===== config.mk =====
export PLATFORM = sky130hd
export DESIGN_NAME = lsca_cell
export DESIGN_NICKNAME = d
export VERILOG_FILES = /design/src/rtl/lsca_pkg.sv /design/src/rtl/lsca_rx_slot.sv /design/src/rtl/lsca_tx_seq.sv /design/src/rtl/lsca_rule.sv /design/src/rtl/lsca_cell.sv
export SDC_FILE = /design/constraint.sdc
export NUM_CORES = 1
export LEC_CHECK = 0
export BUFFER_PORTS_ARGS = -buffer_cell sky130_fd_sc_hd__buf_4
export CAP_MARGIN = 15
export CORE_AREA = 5 5 87 89
export DETAILED_ROUTE_END_ITERATION = 7
export DIE_AREA = 0 0 92 94
export GPL_ROUTABILITY_DRIVEN = 0
export GPL_TIMING_DRIVEN = 0
export PLACE_DENSITY_LB_ADDON = 0.15
export SLEW_MARGIN = 20
export SYNTH_ARGS = -nofsm -noshare
export SYNTH_HDL_FRONTEND = slang
export SYNTH_SLANG_ARGS = --single-unit

===== constraint.sdc =====
create_clock -name clk_i -period 5.15 [get_ports clk_i]
set_clock_uncertainty 0.1 [all_clocks]
set_input_delay 0 -clock clk_i [delete_from_list [all_inputs] [get_ports clk_i]]
set_output_delay 0 -clock clk_i [all_outputs]
set_load 0.1 [all_outputs]

===== src/rtl/lsca_pkg.sv =====
package lsca_pkg;
  localparam int unsigned NBR_CNT   = 8;
  localparam int unsigned NBR_IDX_W = $clog2(NBR_CNT);
  localparam int unsigned LIVE_W    = $clog2(NBR_CNT + 2);

  typedef enum logic [NBR_IDX_W-1:0] {
    DIR_N  = 3'd0,
    DIR_NE = 3'd1,
    DIR_E  = 3'd2,
    DIR_SE = 3'd3,
    DIR_S  = 3'd4,
    DIR_SW = 3'd5,
    DIR_W  = 3'd6,
    DIR_NW = 3'd7
  } nbr_dir_e;
endpackage


===== src/rtl/lsca_rx_slot.sv =====
module lsca_rx_slot (
  input  logic clk_i,
  input  logic rst_ni,
  input  logic valid_i,
  input  logic data_i,
  output logic ready_o,
  input  logic drain_i,
  output logic full_o,
  output logic data_o
);
  logic full_q, full_d;
  logic data_q, data_d;
  logic load;

  assign ready_o = rst_ni & ~full_q;
  assign load    = valid_i & ready_o;

  always_comb begin
    full_d = full_q;
    data_d = data_q;
    if (drain_i) begin
      full_d = 1'b0;
    end else if (load) begin
      full_d = 1'b1;
      data_d = data_i;
    end
  end

  always_ff @(posedge clk_i or negedge rst_ni) begin
    if (!rst_ni) begin
      full_q <= 1'b0;
      data_q <= 1'b0;
    end else begin
      full_q <= full_d;
      data_q <= data_d;
    end
  end

  assign full_o = full_q;
  assign data_o = data_q;
endmodule


===== src/rtl/lsca_tx_seq.sv =====
module lsca_tx_seq
  import lsca_pkg::*;
#(
  parameter bit INIT_BIT = 1'b0
) (
  input  logic               clk_i,
  input  logic               rst_ni,
  input  logic               restart_i,
  input  logic               bit_i,
  input  logic [NBR_CNT-1:0] ready_i,
  output logic [NBR_CNT-1:0] valid_o,
  output logic [NBR_CNT-1:0] data_o,
  output logic               done_o
);
  localparam logic [NBR_IDX_W-1:0] LAST_IDX = NBR_IDX_W'(NBR_CNT - 1);

  logic                 busy_q, busy_d;
  logic [NBR_IDX_W-1:0] idx_q, idx_d;
  logic                 bit_q, bit_d;
  logic                 fire;

  assign fire = busy_q & ready_i[idx_q];

  always_comb begin
    busy_d = busy_q;
    idx_d  = idx_q;
    bit_d  = bit_q;
    if (restart_i) begin
      busy_d = 1'b1;
      idx_d  = '0;
      bit_d  = bit_i;
    end else if (fire) begin
      if (idx_q == LAST_IDX) begin
        busy_d = 1'b0;
      end else begin
        idx_d = NBR_IDX_W'(idx_q + 1'b1);
      end
    end
  end

  always_ff @(posedge clk_i or negedge rst_ni) begin
    if (!rst_ni) begin
      busy_q <= 1'b1;
      idx_q  <= '0;
      bit_q  <= INIT_BIT;
    end else begin
      busy_q <= busy_d;
      idx_q  <= idx_d;
      bit_q  <= bit_d;
    end
  end

  for (genvar k = 0; k < NBR_CNT; k++) begin : g_port
    assign valid_o[k] = rst_ni & busy_q & (idx_q == NBR_IDX_W'(k));
    assign data_o[k]  = bit_q;
  end

  assign done_o = ~busy_q;
endmodule


===== src/rtl/lsca_rule.sv =====
module lsca_rule
  import lsca_pkg::*;
(
  input  logic               self_i,
  input  logic [NBR_CNT-1:0] nbr_i,
  output logic               next_o
);
  logic [LIVE_W-1:0] live;

  always_comb begin
    live = LIVE_W'(self_i);
    for (int k = 0; k < NBR_CNT; k++) begin
      live = live + LIVE_W'(nbr_i[k]);
    end
  end

  assign next_o = (live == LIVE_W'(3)) | ((live == LIVE_W'(4)) & self_i);
endmodule


===== src/rtl/lsca_cell.sv =====
module lsca_cell
  import lsca_pkg::*;
#(
  parameter bit          INIT_ALIVE = 1'b0,
  parameter int unsigned GEN_W      = 8
) (
  input  logic               clk_i,
  input  logic               rst_ni,
  output logic [NBR_CNT-1:0] tx_valid_o,
  output logic [NBR_CNT-1:0] tx_data_o,
  input  logic [NBR_CNT-1:0] tx_ready_i,
  input  logic [NBR_CNT-1:0] rx_valid_i,
  input  logic [NBR_CNT-1:0] rx_data_i,
  output logic [NBR_CNT-1:0] rx_ready_o,
  output logic               state_o,
  output logic [GEN_W-1:0]   gen_o
);
  // two-stage release of the asynchronous reset
  logic [1:0] rst_sync_q;
  logic       run;

  always_ff @(posedge clk_i or negedge rst_ni) begin
    if (!rst_ni) begin
      rst_sync_q <= 2'b00;
    end else begin
      rst_sync_q <= {rst_sync_q[0], 1'b1};
    end
  end
  assign run = rst_sync_q[1];

  logic [NBR_CNT-1:0] slot_full;
  logic [NBR_CNT-1:0] slot_data;
  logic               tx_done;
  logic               commit;
  logic               next_state;

  for (genvar k = 0; k < NBR_CNT; k++) begin : g_slot
    lsca_rx_slot u_slot (
      .clk_i   (clk_i),
      .rst_ni  (run),
      .valid_i (rx_valid_i[k]),
      .data_i  (rx_data_i[k]),
      .ready_o (rx_ready_o[k]),
      .drain_i (commit),
      .full_o  (slot_full[k]),
      .data_o  (slot_data[k])
    );
  end

  assign commit = tx_done & (&slot_full);

  lsca_rule u_rule (
    .self_i (state_q),
    .nbr_i  (slot_data),
    .next_o (next_state)
  );

  lsca_tx_seq #(
    .INIT_BIT (INIT_ALIVE)
  ) u_tx (
    .clk_i     (clk_i),
    .rst_ni    (run),
    .restart_i (commit),
    .bit_i     (next_state),
    .ready_i   (tx_ready_i),
    .valid_o   (tx_valid_o),
    .data_o    (tx_data_o),
    .done_o    (tx_done)
  );

  logic             state_q, state_d;
  logic [GEN_W-1:0] gen_q, gen_d;

  always_comb begin
    state_d = state_q;
    gen_d   = gen_q;
    if (commit) begin
      state_d = next_state;
      gen_d   = GEN_W'(gen_q + 1'b1);
    end
  end

  always_ff @(posedge clk_i or negedge run) begin
    if (!run) begin
      state_q <= INIT_ALIVE;
      gen_q   <= '0;
    end else begin
      state_q <= state_d;
      gen_q   <= gen_d;
    end
  end

  assign state_o = state_q;
  assign gen_o   = gen_q;
endmodule


==> Yosys cells after proc, flatten, opt, wreduce, memory -nomap -nowiden <==
Index checks and enable logic that the tools add are counted.
{ "classes": {"shifts": 0, "muxes": 24, "div": 0, "bitwise_logic": 39, "multipliers": 0, "magnitude_cmp": 1, "eq_ne": 10, "n_reduce_logical": 22, "n_addsub": 10} }
{ "ops": {"columns": ["operator", "n"], "rows": [
  ["$add 4x1->4", 7],
  ["$and 1x1->1", 28],
  ["$mux 1", 20],
  ["$reduce_and 2->1", 10],
  ["$reduce_bool 2->1", 10],
  ["$eq 3x3->1 const B", 4],
  ["$not 1->1", 10],
  ["$mux 3", 3],
  ["$add 8x1->8 const B", 1],
  ["$reduce_and 8->1", 1],
  ["$eq 3x2->1 const B", 2],
  ["$eq 4x2->1 const B", 1],
  ["$eq 4x3->1 const B", 1],
  ["$lt 3x4->1 const B", 1],
  ["$add 3x1->3 const B", 1],
  ["$bmux 1 s3", 1],
  ["$eq 3x1->1 const B", 1],
  ["$logic_not 3->1", 1],
  ["$add 1x1->2", 1],
  ["$ne 2x2->1 const B", 1],
  ["$or 1x1->1", 1]
]} }
{ "word_totals": {"inputBits": 26, "latch_bits": 0, "ram_bits": 0, "mem_count": 0, "romBits": 0, "ff_bits": 31} }

==> Longest topological paths before layout <==
Gate-level depths: netlist (run 1).
{ "depth": {"word_depth": 11, "depth_mapped": 13} }

==> By module <==
A second synthesis (run 1) with hierarchy kept.
{ "hier_totals": {"cells_unflattened": 179, "hier_area_um2": 1991.9} }
{ "modules_own_cells": {"columns": ["module", "instances", "cells_per_inst", "seq_area_each_um2", "area_each_um2"], "rows": [
  ["lsca_rx_slot", 8, 7, 50.0, 93.8],
  ["lsca_tx_seq", 1, 67, 126.4, 576.8],
  ["lsca_cell", 1, 34, 275.3, 467.9],
  ["lsca_rule", 1, 22, 0.0, 196.4]
]} }

==> Worst setup path before layout (run 1) <==
No wires, ideal clock.
{ "synth_timing": {"path_type": "reg-to-reg", "from": "register, netlist name u_tx.bit_q", "to": "register u_tx.bit_q", "t_required_ns": 4.980, "setup_slack_ns": 0.976, "setup_time_ns": 0.070, "path_stages_with_launch": 13, "arrival_time_ns": 4.005, "path_cell_list": "dfrtp_1 > ha_1 > inv_1 > fa_1 > fa_1 > fa_1 > inv_1 > ha_1 > inv_1 > fa_1 > xnor2_1 > o41ai_1 > a22o_1"} }
{ "synth_rtl": {"columns": ["element", "line", "text"], "rows": [
  ["end signal: assignment", "lsca_tx_seq.sv:49", "bit_q <= bit_d;"],
  ["end: declaration", "lsca_tx_seq.sv:19", "logic bit_q, bit_d;"]
]} }

==> results.md, run 1 <==
* Vias in the first global route at 1641
* First-pass GRT wire length at 7530 microns
* Compound-cell area share of the yosys netlist at 0.0485
* Initial drt markers at 26
* CTS tree: yes
* Critical Path RT at 5.27 ns
* Largest family of logic cells by synthesized area: simple AND/OR/NAND/NOR gates
* Drt wl/cell at 12.2 microns
* Max Cap Viol at 0
* Slew margin rel. at 0.564
* Critical Path Start Type: flip-flop
* Final Critical Period at 3.70 ns
* Clock sinks at 31
* Post-synth EDFFs at 0
* Element type at the critical path end: flip-flop
* Final Instance Count excl. Fillers at 368
* Setup Total Neg Slack at 0 ns
* Synth Flop Type: dfrtp_1
* Num CTS Buffers at 5
* Initial Utilization at 0.293
* Mux share of post-synthesis cell area at 0.112
* Routed Antenna Nets at 0
* H-tree depth at 2
* DRC viols at 0
* Sequential power share at 0.212
* Count of buffers from port buffering at 58
* #FFs+latches synth at 31
* GRT overflow at 0
* IO Count at 59
* Skew-Pair Late Insertion Delay at 0.28 ns
* Critical path arrival at 3.82 ns
* CTS resizes at 0
* Cell row count at 30
* Fin crit share at 0.718
* Area share of and/or/nand/nor cells after synthesis at 0.163
* Synth Area in Adders at 0.134
* Clk root buf: clkbuf_8
* Final #Nets at 331
* Inserted Diodes at 0
* Area of the mapped netlist at 1960 sq um
* Comb pwr share at 0.680
* Die width at 92 microns
* DIE HEIGHT at 94 microns
* Status: completed
* Via-to-Cell Ratio at 4.33
* Initial antenna violation count at 0
* Async set-or-reset flop fraction in the synthesized netlist at 1.00
* Pin count of the biggest net entering global routing at 31
* Placed insts at 334
* RSZ-0062 raised after global routing: false
* Psw at 0.000962 W
* Synth Instances at 196
* Hold crit path type: flip-flop to asynchronous set/reset pin
* Netlist cell types at 32
* VDD IR max at 0.304 mV
* Clk pwr share at 0.108
* Power per cell area at 678 nW/um^2
* Final Max Slew Viols at 0
* Ys Warns at 0
* Synthesis-to-layout area growth at 45.8%
* Post-Synth XOR/XNOR Area at 0.0357
* Register clock-pin slew on the reported worst setup and hold paths at 0.07 ns
* CTS Buffer Depth at 2
* Max FO, Critical Path at 11
* Synthesized area per cell at 10.0 sq um
* Slew @ Worst Pin at 0.654 ns
* Setup violators final at 0
* Overall Global Routing Usage at 0.111
* Internal power at 0.000975 W
* Die area at 8650 sq um
* Core Box Area at 6680 sq um
* Detailed Routing Iterations Pass 1 at 3
* F_max at 270 MHz
* HPWL Detailed at 3460 microns
* Post-CTS Setup Inserts at 0
* Sequential element share of the synthesized area at 0.396
* Crit path kind: flip-flop to flip-flop
* Switch share at 0.497
* Via count at 1594
* Hold buffer count at cts at 26
* Final Hold Violating Endpoints at 0
* Final wirelength at 4500 microns
* Share of cells above drive strength 1 at 0.344
* Syn nets at 240
* Leakage power at 1.41 nW
[cell usage after synthesis (all sizes together), types with 3 or more instances]
library cell | instances | area (sq um)
ha | 13 | 163
nor2 | 14 | 52.6
xnor2 | 8 | 70.1
fa | 5 | 100
a21oi | 11 | 55.1
nand4 | 3 | 18.8
o21ai | 3 | 15.0
nand3 | 4 | 20.0
mux2i | 4 | 40.0
mux2 | 12 | 135
and3 | 5 | 31.3
dfrtp | 30 | 751
nand2 | 22 | 82.6
nor2b | 9 | 56.3
inv | 17 | 63.8
buf | 19 | 140
[logic make-up (layout without fill, tap and decap cells)]
logic type	Yosys count	count (layout)
adder cells (fa/ha/maj)	18	18
other	1	1
flip-flops	31	31
AND/OR/NAND/NOR	65	65
buffers and inverters	38	130
multiplexers	18	18
AO/OA/AOI/OAI	17	17
XOR/XNOR	8	8
[worst max-delay path, stage by stage, from the launching register on]
cell     delay [ns]
dfrtp_1        0.50
ha_1           0.34
inv_1          0.07
fa_1           0.42
fa_1           0.52
fa_1           0.41
inv_1          0.07
ha_1           0.15
inv_1          0.05
fa_1           0.37
xnor2_1        0.15
o41ai_1        0.30
a22o_1         0.19
[flip-flops by register name, summed over array words and instances (netlist names)]
register              cells
g_slot.u_slot.full_o      8
u_tx.bit_q                1
u_tx.idx_q                3
u_tx.busy_q               1
rst_sync_q                2
gen_o                     8
g_slot.u_slot.data_o      8
[layout make-up]
class / count / area [sq um]
Timing Repair Buffer: 84 / 696
Sequential cell: 31 / 778
Tap cell: 80 / 100
Inverter: 17 / 63.8
Buffer: 21 / 148
Fill cell: 687 / 3820
Clock buffer: 8 / 100
Multi-Input combinational cell: 127 / 972
[power groups by stage]
stage	registers [W]	logic, W	clock network [W]
2_1_floorplan	0.000497	0.000942	0
3_5_place_dp	0.000417	0.00127	0
4_1_cts	0.000414	0.00134	0.000217
6_report	0.000411	0.00132	0.000209
5_1_grt	0.000427	0.00147	0.000230
3_3_place_gp	0.000415	0.00127	0
[cells in the final DEF (no fill, tap or decap), types with 2 or more instances in the layout]
cell type and count:
a21oi_1 11, and3_1 5, and4_1 2, buf_4 74
clkbuf_1 3, clkbuf_8 7, dfrtp_1 29, dlygate4sd3_1 26
fa_1 5, ha_1 13, inv_1 17, mux2_2 12
mux2i_1 4, mux4_2 2, nand2_1 22, nand2b_1 2
nand3_1 4, nand4_1 3, nor2_1 14, nor2b_1 9
o21ai_0 3, xnor2_1 8
[per-layer routing]
layer,vias to the layer above,track usage,share of wire
li1,807,-,-
met1,750,0.139,0.45
met2,32,0.184,0.50
met3,5,0.0272,0.041
met4,0,0.0408,0.013
met5,-,0,0
[worst paths after layout]
check,start,to,slack (ns),cells after the start
setup / recovery,u_tx.bit_q$_DFFE_PN0P_,u_tx.bit_q$_DFFE_PN0P_,1.45,12
min in group clk_i,rst_sync_q[0]$_DFF_PN0_,rst_sync_q[1]$_DFF_PN0_,0.25,0
setup reg to reg,u_tx.bit_q$_DFFE_PN0P_,u_tx.bit_q$_DFFE_PN0P_,1.45,12
max in group asynchronous,rst_sync_q[1]$_DFF_PN0_,g_slot[3].u_slot.full_o$_DFFE_PN0P_,4.33,0
hold reg to reg,rst_sync_q[1]$_DFF_PN0_,g_slot[3].u_slot.data_o$_DFFE_PN0P_,0.19,0
hold / removal,rst_sync_q[1]$_DFF_PN0_,g_slot[3].u_slot.data_o$_DFFE_PN0P_,0.19,0
[stage by stage]
stage	utilization	total power (W)	hold WS (ns)	cell area, sq um	setup slack (ns)
6_report	0.428	0.00194	0.193	2860	1.45
5_1_grt	0.428	0.00213	0.272	2860	1.16
4_1_cts	0.428	0.00197	0.233	2860	1.40
3_5_place_dp	0.374	0.00169	-0.316	2500	1.41
3_3_place_gp	0.374	0.00168	-0.317	2500	1.43
2_1_floorplan	-	0.00144	-0.396	1960	0.976
Note: power is estimated with default switching activity, not from simulation.
==> run 2, diff against run 1 <==
==> constraint.sdc (replaced) <==
create_clock -name clk_i -period 3.4 [get_ports clk_i]
set_clock_uncertainty 0.1 [all_clocks]
set_input_delay 0 -clock clk_i [delete_from_list [all_inputs] [get_ports clk_i]]
set_output_delay 0 -clock clk_i [all_outputs]
set_load 0.1 [all_outputs]
==> results.md, run 2 (same netlist as run 1, synthesis figures left out) <==
* Setup Total Neg Slack at -0.245 ns (-0.245 ns)
* Element type at the critical path end: flip-flop
* Max FO, Critical Path at 2 (-9)
* Clock sinks at 31 (unchanged)
* Final wirelength at 4520 microns (+0.44%)
* Final Instance Count excl. Fillers at 369 (+0.27%)
* Overall Global Routing Usage at 0.113 (+0.00231)
* Inserted Diodes at 0 (unchanged)
* Core Util, Final at 0.434 (+0.00618)
* Detailed Routing Iterations Pass 1 at 4 (+1)
* Critical Path Start Type: flip-flop
* F_max at 274 MHz (+1.4%)
* Max incr delay on CP at 0.53 ns (about the same)
* IO Count at 59 (unchanged)
* First-pass GRT wire length at 7730 microns (+2.8%)
* Status: complete, but fails checks
* Via-to-Cell Ratio at 4.43 (+2.4%)
* H-tree depth at 2 (unchanged)
* Setup slack, reg-to-reg at -0.25 ns (-1.70 ns)
* Die width at 92 microns (unchanged)
* Initial antenna violation count at 0 (unchanged)
* Final #Nets at 332 (+0.30%)
* Critical-path cell list: ha_4, inv_2, fa_1, fa_1, fa_1, inv_1, ha_2, inv_2, fa_1, nand2b_1, o41ai_2, a22o_1
* Max Cap Viol at 0 (unchanged)
* Setup violators final at 1 (+1)
* VDD IR max at 0.349 mV (+15%)
* Vias in the first global route at 1708 (+4.1%)
* Slew margin rel. at 0.550 (-0.0135)
* Final Hold Violating Endpoints at 0 (unchanged)
* Drt wl/cell at 12.2 microns (+0.17%)
* Critical Path Source: u_tx.bit_q$_DFFE_PN0P_
* Max stage delay cell, worst path: fa_1
* Core Box Area at 6680 sq um (unchanged)
* Leakage power at 1.42 nW (+0.47%)
* Slew @ Worst Pin at 0.674 ns (+0.0202 ns)
* Final Max Slew Viols at 0 (unchanged)
* CTS tree: yes
* Cell row count at 30 (unchanged)
* Crit path kind: flip-flop to flip-flop
* DIE HEIGHT at 94 microns (unchanged)
* Worst r2r dst: u_tx.bit_q$_DFFE_PN0P_
* Cell depth of the worst flop-to-flop path at 12 (unchanged)
* Critical Path RT at 3.51 ns (-1.76 ns)
* Most common cell after layout, fill and taps aside: buf_4
* HPWL Detailed at 3450 microns (-0.14%)
* Die area at 8650 sq um (unchanged)
* Failing checks: setup timing
* Fin crit share at 1.07 (+0.354)
* Placed insts at 334 (unchanged)
* CTS Buffer Depth at 2 (unchanged)
* Routed Antenna Nets at 0 (unchanged)
* Initial Utilization at 0.293 (unchanged)
* DRC viols at 0 (unchanged)
* Clk root buf: clkbuf_8
* Most frequent cell on the critical path: fa_1
* Fin Hold WS at 0.203 ns (+0.00989 ns)
* Num CTS Buffers at 5 (unchanged)
* Power per cell area at 1050 nW/um^2 (+54%)
* Pin count of the biggest net entering global routing at 31 (unchanged)
* CP Capture Point: u_tx.bit_q$_DFFE_PN0P_
* Hold crit path type: flip-flop to asynchronous set/reset pin
* Initial drt markers at 45 (+73%)
* RSZ-0062 raised after global routing: true
* Via count at 1636 (+2.6%)
* Register clock-pin slew on the reported worst setup and hold paths at 0.06 ns (about the same)
* GRT overflow at 0 (unchanged)
* Critical path arrival at 3.76 ns (-0.06 ns)
* Most frequent cells in the layout: buf_4 (75), dfrtp_1 (28), dlygate4sd3_1 (26)
* Crit Reg-Reg Startpoint: u_tx.bit_q$_DFFE_PN0P_
* Synthesis-to-layout area growth at 47.9%
* Share of cells above drive strength 1 at 0.370 (+0.0265)
* Final Critical Period at 3.65 ns (-0.0524 ns)
* Skew-Pair Late Insertion Delay at 0.28 ns (about the same)
* Count of buffers from port buffering at 58 (unchanged)
* Setup WS post-layout at -0.245 ns (-1.70 ns)
## run 2: power breakdown
part	switching [W]	internal, W	total [W]
clock network	0.000131	0.000185	0.000315
logic	0.00125	0.000841	0.00209
registers	0.000116	0.000506	0.000622
total	0.00150	0.00153	0.00303
## run 2: routing by layer
metal | vias up | track usage | part of all wire
met5 | - | 0 | 0
met4 | 0 | 0.0446 | 0.011
met3 | 4 | 0.0232 | 0.042
met2 | 32 | 0.207 | 0.52
met1 | 785 | 0.127 | 0.42
li1 | 815 | - | -
## run 2: worst min path at each step
stage,from,end,slack (ns),cells past startpoint
finish,rst_sync_q[1]$_DFF_PN0_,gen_o[5]$_DFFE_PN0P_,0.20,0
floorplan,rst_ni,rst_sync_q[0]$_DFF_PN0_,-0.40,0
global route,rst_sync_q[0]$_DFF_PN0_,rst_sync_q[1]$_DFF_PN0_,0.26,0
global placement,rst_ni,rst_sync_q[0]$_DFF_PN0_,-0.32,1
detailed placement,rst_ni,rst_sync_q[0]$_DFF_PN0_,-0.32,1
CTS,rst_sync_q[1]$_DFF_PN0_,gen_o[1]$_DFFE_PN0P_,0.24,0
## run 2: cell type report
cell class / instances / area (sq um)
buffer: 21 / 148
clock buffer: 8 / 100
fill: 673 / 3780
inverter: 17 / 63.8
multi-input combinational: 127 / 1000
sequential: 31 / 782
tap: 80 / 100
timing repair buffer: 85 / 703
## run 2: stage by stage
step	worst slack, ns	area, sq um	total power, W
finish	-0.245	2900	0.00303
global placement	-0.332	2510	0.00256
floorplan	-0.313	1980	0.00219
global route	-0.352	2900	0.00330
detailed placement	-0.386	2510	0.00258
CTS	-0.293	2890	0.00302
## run 2: repair_timing
action                     in CTS  in global routing
setup endpoints to repair       1                  1
hold endpoints to repair       18                  0
pin swaps                       1                  0
setup buffers                   1                  0
hold buffers                   26                  0
resized for setup               1                  4
## run 2: critical path: cells and delay by family (launching register included)
kind                     cells  cell delay [ns]
AO/OA/AOI/OAI                2             0.46
buffers and inverters        3             0.14
adder cells (fa/ha/maj)      6             2.31
flip-flops                   1             0.50
AND/OR/NAND/NOR              1             0.07
